===== config.mk =====
export PLATFORM = sky130hd
export DESIGN_NAME = pmc_standby_ctrl
export DESIGN_NICKNAME = d
export VERILOG_FILES = /design/src/rtl/pmc_pkg.sv /design/src/rtl/pmc_wake_qual.sv /design/src/rtl/pmc_settle_timer.sv /design/src/rtl/pmc_seq.sv /design/src/rtl/pmc_standby_ctrl.sv
export SDC_FILE = /design/constraint.sdc
export NUM_CORES = 1
export LEC_CHECK = 0
export BUFFER_PORTS_ARGS = -buffer_cell sky130_fd_sc_hd__buf_4
export CAP_MARGIN = 40
export CORE_AREA = 2 2 66 68
export DETAILED_ROUTE_END_ITERATION = 7
export DIE_AREA = 0 0 68 70
export PLACE_DENSITY = 0.7
export SYNTH_ARGS = -nofsm -noshare
export SYNTH_HDL_FRONTEND = slang
export SYNTH_SLANG_ARGS = --single-unit

===== constraint.sdc =====
create_clock -name clk -period 2 [get_ports clk]
set_input_delay 0.5 -clock clk [delete_from_list [all_inputs] [get_ports clk]]
set_output_delay 0.5 -clock clk [all_outputs]
set_load 0.05 [all_outputs]

===== src/rtl/pmc_pkg.sv =====
package pmc_pkg;

    typedef enum logic [2:0] {
        PM_RUN,
        PM_NAP,
        PM_DEEP,
        PM_SETTLE,
        PM_RSTWAIT,
        PM_HOLD
    } pm_state_e;

    localparam int unsigned IRQ_LINES = 8;
    localparam int unsigned KEY_LINE  = 6;
    localparam int unsigned SEL_CAP   = 5;

    // lines allowed to wake deep standby, and lines that must be disabled first
    localparam logic [IRQ_LINES-1:0] DEEP_WAKE_MASK = 8'b0100_0111;
    localparam logic [IRQ_LINES-1:0] DEEP_BAD_MASK  = 8'b1011_1000;

    typedef struct packed {
        logic cpu_clk_en;
        logic periph_clk_en;
        logic osc_en;
        logic periph_rst;
        logic hw_hold;
    } pm_ctl_t;

    function automatic pm_ctl_t ctl_for(pm_state_e s);
        pm_ctl_t c;
        case (s)
            PM_RUN:     c = '{1'b1, 1'b1, 1'b1, 1'b0, 1'b0};
            PM_NAP:     c = '{1'b0, 1'b1, 1'b1, 1'b0, 1'b0};
            PM_DEEP:    c = '{1'b0, 1'b0, 1'b0, 1'b1, 1'b0};
            PM_SETTLE:  c = '{1'b0, 1'b0, 1'b1, 1'b1, 1'b0};
            PM_RSTWAIT: c = '{1'b0, 1'b0, 1'b1, 1'b1, 1'b0};
            PM_HOLD:    c = '{1'b0, 1'b0, 1'b0, 1'b1, 1'b1};
            default:    c = '{1'b0, 1'b0, 1'b0, 1'b1, 1'b0};
        endcase
        return c;
    endfunction

    function automatic int unsigned settle_cycles(int unsigned base, logic [2:0] sel);
        int unsigned s;
        s = (int'(sel) > SEL_CAP) ? SEL_CAP : int'(sel);
        return 32'd1 << (base + s);
    endfunction

endpackage


===== src/rtl/pmc_wake_qual.sv =====
module pmc_wake_qual
    import pmc_pkg::*;
#(
    parameter int KEY_LINES = 16
) (
    input  logic                 nmi,
    input  logic [IRQ_LINES-1:0] irq_req,
    input  logic [IRQ_LINES-1:0] irq_en,
    input  logic [KEY_LINES-1:0] key_in,
    output logic                 wake_deep,
    output logic                 wake_nap,
    output logic                 cfg_bad
);
    logic [IRQ_LINES-1:0] req_eff;
    logic [IRQ_LINES-1:0] live;

    for (genvar g = 0; g < IRQ_LINES; g++) begin : g_line
        if (g == KEY_LINE) begin : g_key
            assign req_eff[g] = irq_req[g] | (|key_in);
        end else begin : g_plain
            assign req_eff[g] = irq_req[g];
        end
        assign live[g] = req_eff[g] & irq_en[g];
    end

    assign wake_deep = nmi | (|(live & DEEP_WAKE_MASK));
    assign wake_nap  = nmi | (|live);
    assign cfg_bad   = |(irq_en & DEEP_BAD_MASK);

    // r5: a deep wake always implies a nap wake
    always_comb begin
        a_r5_deep_subset: assert (!wake_deep || wake_nap);
    end

endmodule


===== src/rtl/pmc_settle_timer.sv =====
module pmc_settle_timer
    import pmc_pkg::*;
#(
    parameter int SETTLE_BASE = 13,
    parameter int CNT_W       = SETTLE_BASE + 7
) (
    input  logic       clk,
    input  logic       rst,
    input  logic       load,
    input  logic       run,
    input  logic [2:0] sel,
    output logic       done
);
    logic [CNT_W-1:0] cnt_q;
    logic [CNT_W-1:0] load_val;

    assign load_val = CNT_W'(settle_cycles(SETTLE_BASE, sel));

    always_ff @(posedge clk) begin
        if (rst) begin
            cnt_q <= '0;
        end else if (load) begin
            cnt_q <= load_val;
        end else if (run && cnt_q != '0) begin
            cnt_q <= cnt_q - 1'b1;
        end else if (!run) begin
            cnt_q <= '0;
        end
    end

    assign done = run && (cnt_q == CNT_W'(1));

    a_r6_loaded_nonzero: assert property (@(posedge clk) disable iff (rst)
        $past(load) |-> (cnt_q >= CNT_W'(2)));

    a_r7_no_reload_in_countdown: assert property (@(posedge clk) disable iff (rst)
        run |-> !load);

endmodule


===== src/rtl/pmc_seq.sv =====
module pmc_seq
    import pmc_pkg::*;
(
    input  logic      clk,
    input  logic      rst,
    input  logic      deep_en,
    input  logic      sleep_req,
    input  logic      rst_pin_n,
    input  logic      hold_pin_n,
    input  logic      wake_deep,
    input  logic      wake_nap,
    input  logic      cfg_bad,
    input  logic      tmr_done,
    output pm_state_e state,
    output logic      tmr_load,
    output logic      tmr_run,
    output logic      irq_exc_start,
    output logic      rst_exc_start,
    output logic      retain,
    output logic      cfg_err
);
    pm_state_e st_q, st_d;
    logic      go_irq, go_rst;

    always_comb begin
        st_d     = st_q;
        tmr_load = 1'b0;
        go_irq   = 1'b0;
        go_rst   = 1'b0;
        if (!hold_pin_n) begin
            st_d = PM_HOLD;
        end else begin
            case (st_q)
                PM_RUN: if (sleep_req) st_d = deep_en ? PM_DEEP : PM_NAP;
                PM_NAP: if (wake_nap) begin
                    st_d   = PM_RUN;
                    go_irq = 1'b1;
                end
                PM_DEEP: begin
                    if (!rst_pin_n) begin
                        st_d = PM_RSTWAIT;
                    end else if (wake_deep) begin
                        st_d     = PM_SETTLE;
                        tmr_load = 1'b1;
                    end
                end
                PM_SETTLE: begin
                    if (!rst_pin_n) begin
                        st_d = PM_RSTWAIT;
                    end else if (tmr_done) begin
                        st_d   = PM_RUN;
                        go_irq = 1'b1;
                    end
                end
                PM_RSTWAIT: if (rst_pin_n) begin
                    st_d   = PM_RUN;
                    go_rst = 1'b1;
                end
                PM_HOLD: st_d = PM_RSTWAIT;
                default: st_d = PM_RUN;
            endcase
        end
    end

    always_ff @(posedge clk) begin
        if (rst) begin
            st_q          <= PM_RUN;
            irq_exc_start <= 1'b0;
            rst_exc_start <= 1'b0;
            retain        <= 1'b0;
            cfg_err       <= 1'b0;
        end else begin
            st_q          <= st_d;
            irq_exc_start <= go_irq;
            rst_exc_start <= go_rst;
            if (st_d == PM_HOLD) begin
                retain <= 1'b0;
            end else if (st_q == PM_RUN && st_d == PM_DEEP) begin
                retain  <= 1'b1;
                cfg_err <= cfg_bad;
            end
        end
    end

    assign state   = st_q;
    assign tmr_run = (st_q == PM_SETTLE);

    a_r9_hold_wins: assert property (@(posedge clk) disable iff (rst)
        !hold_pin_n |=> (st_q == PM_HOLD));

    a_r6_irq_after_count: assert property (@(posedge clk) disable iff (rst)
        irq_exc_start |-> (($past(st_q) == PM_SETTLE && $past(tmr_done)) || $past(st_q) == PM_NAP));

    a_r8_rst_exc_on_high_pin: assert property (@(posedge clk) disable iff (rst)
        rst_exc_start |-> ($past(rst_pin_n) && $past(st_q) == PM_RSTWAIT));

    a_r5_deep_stays: assert property (@(posedge clk) disable iff (rst)
        (st_q == PM_DEEP && hold_pin_n && rst_pin_n && !wake_deep) |=> (st_q == PM_DEEP));

    a_r12_one_start: assert property (@(posedge clk) disable iff (rst)
        !(irq_exc_start && rst_exc_start));

endmodule


===== src/rtl/pmc_standby_ctrl.sv =====
module pmc_standby_ctrl
    import pmc_pkg::*;
#(
    parameter int SETTLE_BASE = 13,
    parameter int KEY_LINES   = 16
) (
    input  logic                 clk,
    input  logic                 rst,
    input  logic                 deep_en,
    input  logic [2:0]           settle_sel,
    input  logic [7:0]           irq_en,
    input  logic                 sleep_req,
    input  logic                 rst_pin_n,
    input  logic                 hold_pin_n,
    input  logic                 nmi,
    input  logic [7:0]           irq_req,
    input  logic [KEY_LINES-1:0] key_in,
    output logic                 cpu_clk_en,
    output logic                 periph_clk_en,
    output logic                 osc_en,
    output logic                 periph_rst,
    output logic                 hw_hold,
    output logic                 irq_exc_start,
    output logic                 rst_exc_start,
    output logic                 retain,
    output logic                 cfg_err
);
    localparam int CNT_W = SETTLE_BASE + 7;

    logic      wake_deep, wake_nap, cfg_bad;
    logic      tmr_load, tmr_run, tmr_done;
    pm_state_e state;
    pm_ctl_t   ctl;

    pmc_wake_qual #(.KEY_LINES(KEY_LINES)) u_qual (
        .nmi       (nmi),
        .irq_req   (irq_req),
        .irq_en    (irq_en),
        .key_in    (key_in),
        .wake_deep (wake_deep),
        .wake_nap  (wake_nap),
        .cfg_bad   (cfg_bad)
    );

    pmc_settle_timer #(.SETTLE_BASE(SETTLE_BASE), .CNT_W(CNT_W)) u_timer (
        .clk  (clk),
        .rst  (rst),
        .load (tmr_load),
        .run  (tmr_run),
        .sel  (settle_sel),
        .done (tmr_done)
    );

    pmc_seq u_seq (
        .clk           (clk),
        .rst           (rst),
        .deep_en       (deep_en),
        .sleep_req     (sleep_req),
        .rst_pin_n     (rst_pin_n),
        .hold_pin_n    (hold_pin_n),
        .wake_deep     (wake_deep),
        .wake_nap      (wake_nap),
        .cfg_bad       (cfg_bad),
        .tmr_done      (tmr_done),
        .state         (state),
        .tmr_load      (tmr_load),
        .tmr_run       (tmr_run),
        .irq_exc_start (irq_exc_start),
        .rst_exc_start (rst_exc_start),
        .retain        (retain),
        .cfg_err       (cfg_err)
    );

    assign ctl           = ctl_for(state);
    assign cpu_clk_en    = ctl.cpu_clk_en;
    assign periph_clk_en = ctl.periph_clk_en;
    assign osc_en        = ctl.osc_en;
    assign periph_rst    = ctl.periph_rst;
    assign hw_hold       = ctl.hw_hold;

    a_r2_start_needs_clock: assert property (@(posedge clk) disable iff (rst)
        (irq_exc_start || rst_exc_start) |-> (cpu_clk_en && osc_en));

    a_r3_sleep_entry_resets: assert property (@(posedge clk) disable iff (rst)
        (state == PM_RUN && sleep_req && deep_en && hold_pin_n) |=> (periph_rst && retain));

endmodule


## Word level (Yosys, flattened, before mapping)

Index checks and enable logic that the tools add are counted.
W data, S select, Z words.

- $lt $le $gt $ge: 1
- $add $sub $neg: 2
- Equality and inequality tests: 9
- Bitwise operators: 14
- Muxes and demuxes: 24
- Shifts and indexed selects: 1
- Reduce and logical (&&, ||, !) cells: 14

Operator list:

| cell | count |
|---|---|
| $mux W20 | 3 |
| $add A4 B32 Y32 const A | 1 |
| $shl A1 B32 Y20 const A | 1 |
| $mux W3 | 9 |
| $eq A20 B1 Y1 const B | 1 |
| $pmux W5 S4 | 1 |
| $reduce_bool A20 Y1 | 1 |
| $sub A20 B1 Y20 const B | 1 |
| $pmux W3 S6 | 1 |
| $reduce_or A16 Y1 | 1 |
| $eq A3 B2 Y1 const B | 3 |
| $eq A3 B3 Y1 const B | 3 |
| $and A1 B1 Y1 | 8 |
| $mux W1 | 8 |
| $reduce_or A4 Y1 | 2 |
| $reduce_or A8 Y1 | 1 |
| $reduce_or A2 Y1 | 3 |
| $eq A3 B1 Y1 const B | 1 |
| $gt A3 B3 Y1 const B | 1 |
| $logic_and A1 B1 Y1 | 3 |
| $logic_not A3 Y1 | 1 |
| $ne A3 B3 Y1 const B | 1 |
| $not A1 Y1 | 3 |
| $or A1 B1 Y1 | 3 |
| other kinds (4) | 4 |

- Register bits after elaboration: 27
- Output and inout bits: 9

## Depth between registers and ports, before layout

- Depth in word-level cells: 12
- Gate-level depth with buffers: 7
- Mapped depth without buffers: 7

## Hierarchy

Synthesis repeated with hierarchy kept, for this count alone.

- Cell total of the unflattened synthesis: 216
- Area total of the unflattened synthesis: 1709.1 µm²

Modules (own cells, without submodules):

| module | area an instance (µm²) | sequential area each (µm²) | times used | cells an instance |
|---|---|---|---|---|
| pmc_settle_timer | 1232.4 | 400.4 | 1 | 153 |
| pmc_seq | 342.8 | 140.1 | 1 | 42 |
| pmc_wake_qual | 100.1 | 0.0 | 1 | 16 |
| pmc_standby_ctrl | 33.8 | 0.0 | 1 | 5 |

## Worst setup path before layout

OpenSTA, ideal clock, no wires.

- Kind: register to output
- Start: reg u_seq.st_q[1], in the netlist u_seq.state[1]
- End: out cpu_clk_en
- Stages on the path, launching flop included: 4
- Path slack: -0.874 ns
- Required time: 1.500 ns
- Arrival time: 2.374 ns
- Path through: dfxtp_1 > nor2_1 > inv_1 > nor2_1

- Cells in the longest elaborated chain, start to end: 3
- Elaborated cells on any way between the ends: 7
- Those cells by class: eq/ne (4); mux (1); reduce/logical (2)

Ends and longest elaborated chain:

| what | line | RTL |
|---|---|---|
| start, declared | pmc_seq.sv:22 | `pm_state_e st_q, st_d;` |
| start signal, assigned | pmc_seq.sv:73 | `st_q <= st_d;` |
| $eq A3 B2 Y1 or $eq A3 B3 Y1 (tied branches) | pmc_pkg.sv:30 | `case (s)` |
| $reduce_or A2 Y1 (no line) | - |  |
| $pmux W5 S4 (*) | pmc_pkg.sv:30 |  |
| end, declared | pmc_standby_ctrl.sv:18 | `output logic cpu_clk_en,` |

Mark *: on every way between the ends. The rest lies on a longest branch, timed or not.

## Worst setup path in the final report

- Start: reg u_seq.st_q[2], in the netlist u_seq.state[2]
- End: out hw_hold

- Cells in the longest elaborated chain, start to end: 3
- Elaborated cells on any way between the ends: 7
- Those cells by class: eq/ne (4); mux (1); reduce/logical (2)

Ends and longest elaborated chain:

| what | line | RTL |
|---|---|---|
| $eq A3 B2 Y1 or $eq A3 B3 Y1 (tied branches) | pmc_pkg.sv:30 |  |
| $reduce_or A2 Y1 (no line) | - |  |
| $pmux W5 S4 (*) | pmc_pkg.sv:30 |  |
| end, declared | pmc_standby_ctrl.sv:22 | `output logic hw_hold,` |

Marked as above.

==> flow_metrics.env <==
export IMPL_fillers=394
export IMPL_io_buffer_count=50
export IMPL_cts_reportedPaths_clkPinSlew_ns=0.09
export IMPL_pwr_density_cell_nw_per_um2=496.7
export IMPL_layout_commonest_cell="buf_4"
export IMPL_ys_types=51
export IMPL_worstSetupStartpointType="flip-flop"
export IMPL_cp_required_ns=1.50
export IMPL_clockRootBuffer="clkbuf_8"
export IMPL_fin_crit_sh_pct=94.56
export IMPL_start_util_pct=38.19
export IMPL_min_period_ns=1.891
export IMPL_yosys_area_top_type_share_pct=34.15
export IMPL_cts_path_max_buffers=2
export IMPL_die_area_um2=4760
export IMPL_arrival_ns=1.39
export IMPL_synth_area_um2=1583
export IMPL_setup_tns_ns=0
export IMPL_grt_pass1_wl_mm=6.596
export IMPL_place_hpwl_mm=3.039
export IMPL_gr_usage_all_layers_pct=17.78
export IMPL_fp_dieW_um=68
export IMPL_layout_cells_non_filler=295
export IMPL_cap_viol_max_count=0
export IMPL_cts_tree="yes"
export IMPL_synth_area_leaders="dfxtp_1, xor2_1, nor2_1, xnor2_1, ha_1"
export IMPL_hp_class="input pin to flip-flop"
export IMPL_grt_setup_unrepaired="no"
export IMPL_critPathSlowestCell="dfxtp_1"
export IMPL_synth_ff_type="dfxtp_1"
export IMPL_hold_violations=0
export IMPL_grt_max_degree=16
export IMPL_first_global_vias=1613
export IMPL_end_kind="output pin"
export IMPL_core_um2=4144
export IMPL_detail_route_wl_per_cell_um=12.91
export IMPL_cts_hold_buf=0
export IMPL_routabilityCongestion=0.8556
export IMPL_ys_ff_latch=27
export IMPL_synth_nets=230
export IMPL_relSlewSlack_pct=69.72
export IMPL_clock_sinks=27
export IMPL_wl_mm=3.808
export IMPL_whs_ns=0.4047
export IMPL_clk_latency_ns=0.28
export IMPL_fmax_ghz=0.5288
export IMPL_diodes=0
export IMPL_finClkSkew_ns=0.003748
export IMPL_max_vdd_ir_drop_uv=250.2
export IMPL_slowest_delay_ns=0.47
export IMPL_nets=290
export IMPL_path_class="flip-flop to output pin"
export IMPL_synth_avg_cell_area_um2=8.602
export IMPL_drt_iter0_markers=46
export IMPL_crit_fanout=5
export IMPL_antenna_left=0
export IMPL_vias_per_cell=5.315
export IMPL_crit_chain="nor2b_1 -> nand2_1 -> inv_1 -> buf_4"
export IMPL_die_h_um=70
export IMPL_synth_edf_count=0
export IMPL_vias=1568
export IMPL_seq_area_frac_synth_pct=34.15
export IMPL_drive_gt1_share_pct=30.04
export IMPL_finalSetupViolations=0
export IMPL_drc=0
export IMPL_std_cell_rows=24
export IMPL_layout_common_cells="buf_4, dfxtp_1, nor2_1"
export IMPL_area_delta_synth_final_pct=33.99
export IMPL_drtPass1Iterations=4
export IMPL_pin_count=51
export IMPL_yosysWarnings=0
export IMPL_status="complete, no violations"
export IMPL_cts_made_buffers=3
export IMPL_htreeDepth=1
export IMPL_cts_setup_buffers=0
export IMPL_antenna_found_initial=0
export IMPL_synthArstFlopShare_pct=0
export IMPL_synthCells=184
export IMPL_ctsResizeCount=0
export IMPL_max_slew_worst_pin_slew_ns=0.4509
export IMPL_grt_overflow_total=0
export IMPL_leakagePower_uw=0.0009840
export IMPL_drv_slew=0
export IMPL_yosys_area_top_type="dfxtp_1"
export IMPL_dp_cells=291
==> report_power, final <==
part | internal [uW] | total, uW | switching [uW]
sequential | 543 | 553 | 9.90
clock | 140 | 316 | 176
combinational | 93.7 | 185 | 91.0
total | 777 | 1050 | 277
==> worst max-delay path, delay by kind of cell (launching register included) <==
family | cells | cell delay, ns
and+or+nand+nor | 2 | 0.37
DFF | 1 | 0.47
buffers and inverters | 2 | 0.27
==> cells in the mapped netlist (2+ instances only) <==
| library cell | instances |
|---|---|
| or4_1 | 5 |
| nand3b_1 | 4 |
| xor2_1 | 13 |
| xnor2_1 | 6 |
| o22ai_2 | 2 |
| nor3_1 | 7 |
| o21ai_1 | 5 |
| ha_1 | 4 |
| nand4_1 | 4 |
| dfxtp_1 | 27 |
| nand2_1 | 7 |
| inv_1 | 11 |
| nor2_1 | 26 |
| mux2i_1 | 2 |
| nand3_1 | 9 |
| or3_1 | 2 |
| o211ai_1 | 5 |
| a21oi_1 | 3 |
| a31oi_1 | 2 |
| nor4_1 | 4 |
| o22ai_1 | 6 |
==> cells by family (layout without fill, tap and decap cells) <==
kind of cell | count (synthesis) | after routing | synth area share (%)
DFF | 27 | 27 | 34.15
buffers and inverters | 14 | 73 | 4.111
xor gates and xnor gates | 19 | 19 | 10.51
adders and majority gates | 4 | 4 | 3.162
muxes | 2 | 2 | 1.265
and+or+nand+nor | 83 | 83 | 31.07
AOI/OAI and AO/OA | 35 | 35 | 15.73
==> area by class of cell <==
class	count	area, um2	area share, %
Multi-Input combinational cell	143	992.2	46.78
Inverter	11	41.29	1.947
Timing Repair Buffer	58	435.4	20.53
Clock inverter	1	5.005	0.2360
Sequential cell	27	540.5	25.49
Clock buffer	3	41.29	1.947
Tap cell	52	65.06	3.068
==> path summary, 6_finish.rpt <==
path                  endpoint             start  cells after the start  slack, ns
max                    hw_hold    u_seq.state[2]                      4       0.11
max reg2reg  u_timer.cnt_q[11]  u_timer.cnt_q[2]                      5       0.15
min             u_seq.state[2]               rst                      2       0.40
min reg2reg       u_seq.retain      u_seq.retain                      2       0.51
==> sequential cells by signal, indices dropped and copies added (netlist names) <==
register	cells
u_seq.rst_exc_start	1
u_seq.irq_exc_start	1
u_timer.cnt_q	20
u_seq.retain	1
u_seq.state	3
u_seq.cfg_err	1
==> per-stage QoR <==
stage	utilization, %	total power [uW]	instance area (um2)	setup slack, ns
global placement	50.06	747.2	2074	0.05855
CTS	51.18	1070	2121	0.1024
global route	51.18	1103	2121	0.001438
finish	51.18	1053	2121	0.1087
floorplan	-	648.8	1598	0.1147
detailed placement	50.06	749.7	2074	0.008461
==> metal layers <==
layer | wire length [um] | track usage, % | vias up | part of all wire (%)
li1 | - | - | 792 | -
met1 | 1608 | 21.24 | 707 | 42
met2 | 1868 | 29.13 | 60 | 49
met3 | 245 | 3.060 | 9 | 6.4
met4 | 85 | 10.22 | 0 | 2.2
met5 | 0 | 0 | - | 0
No activity file was read; power rests on OpenSTA's default activity.
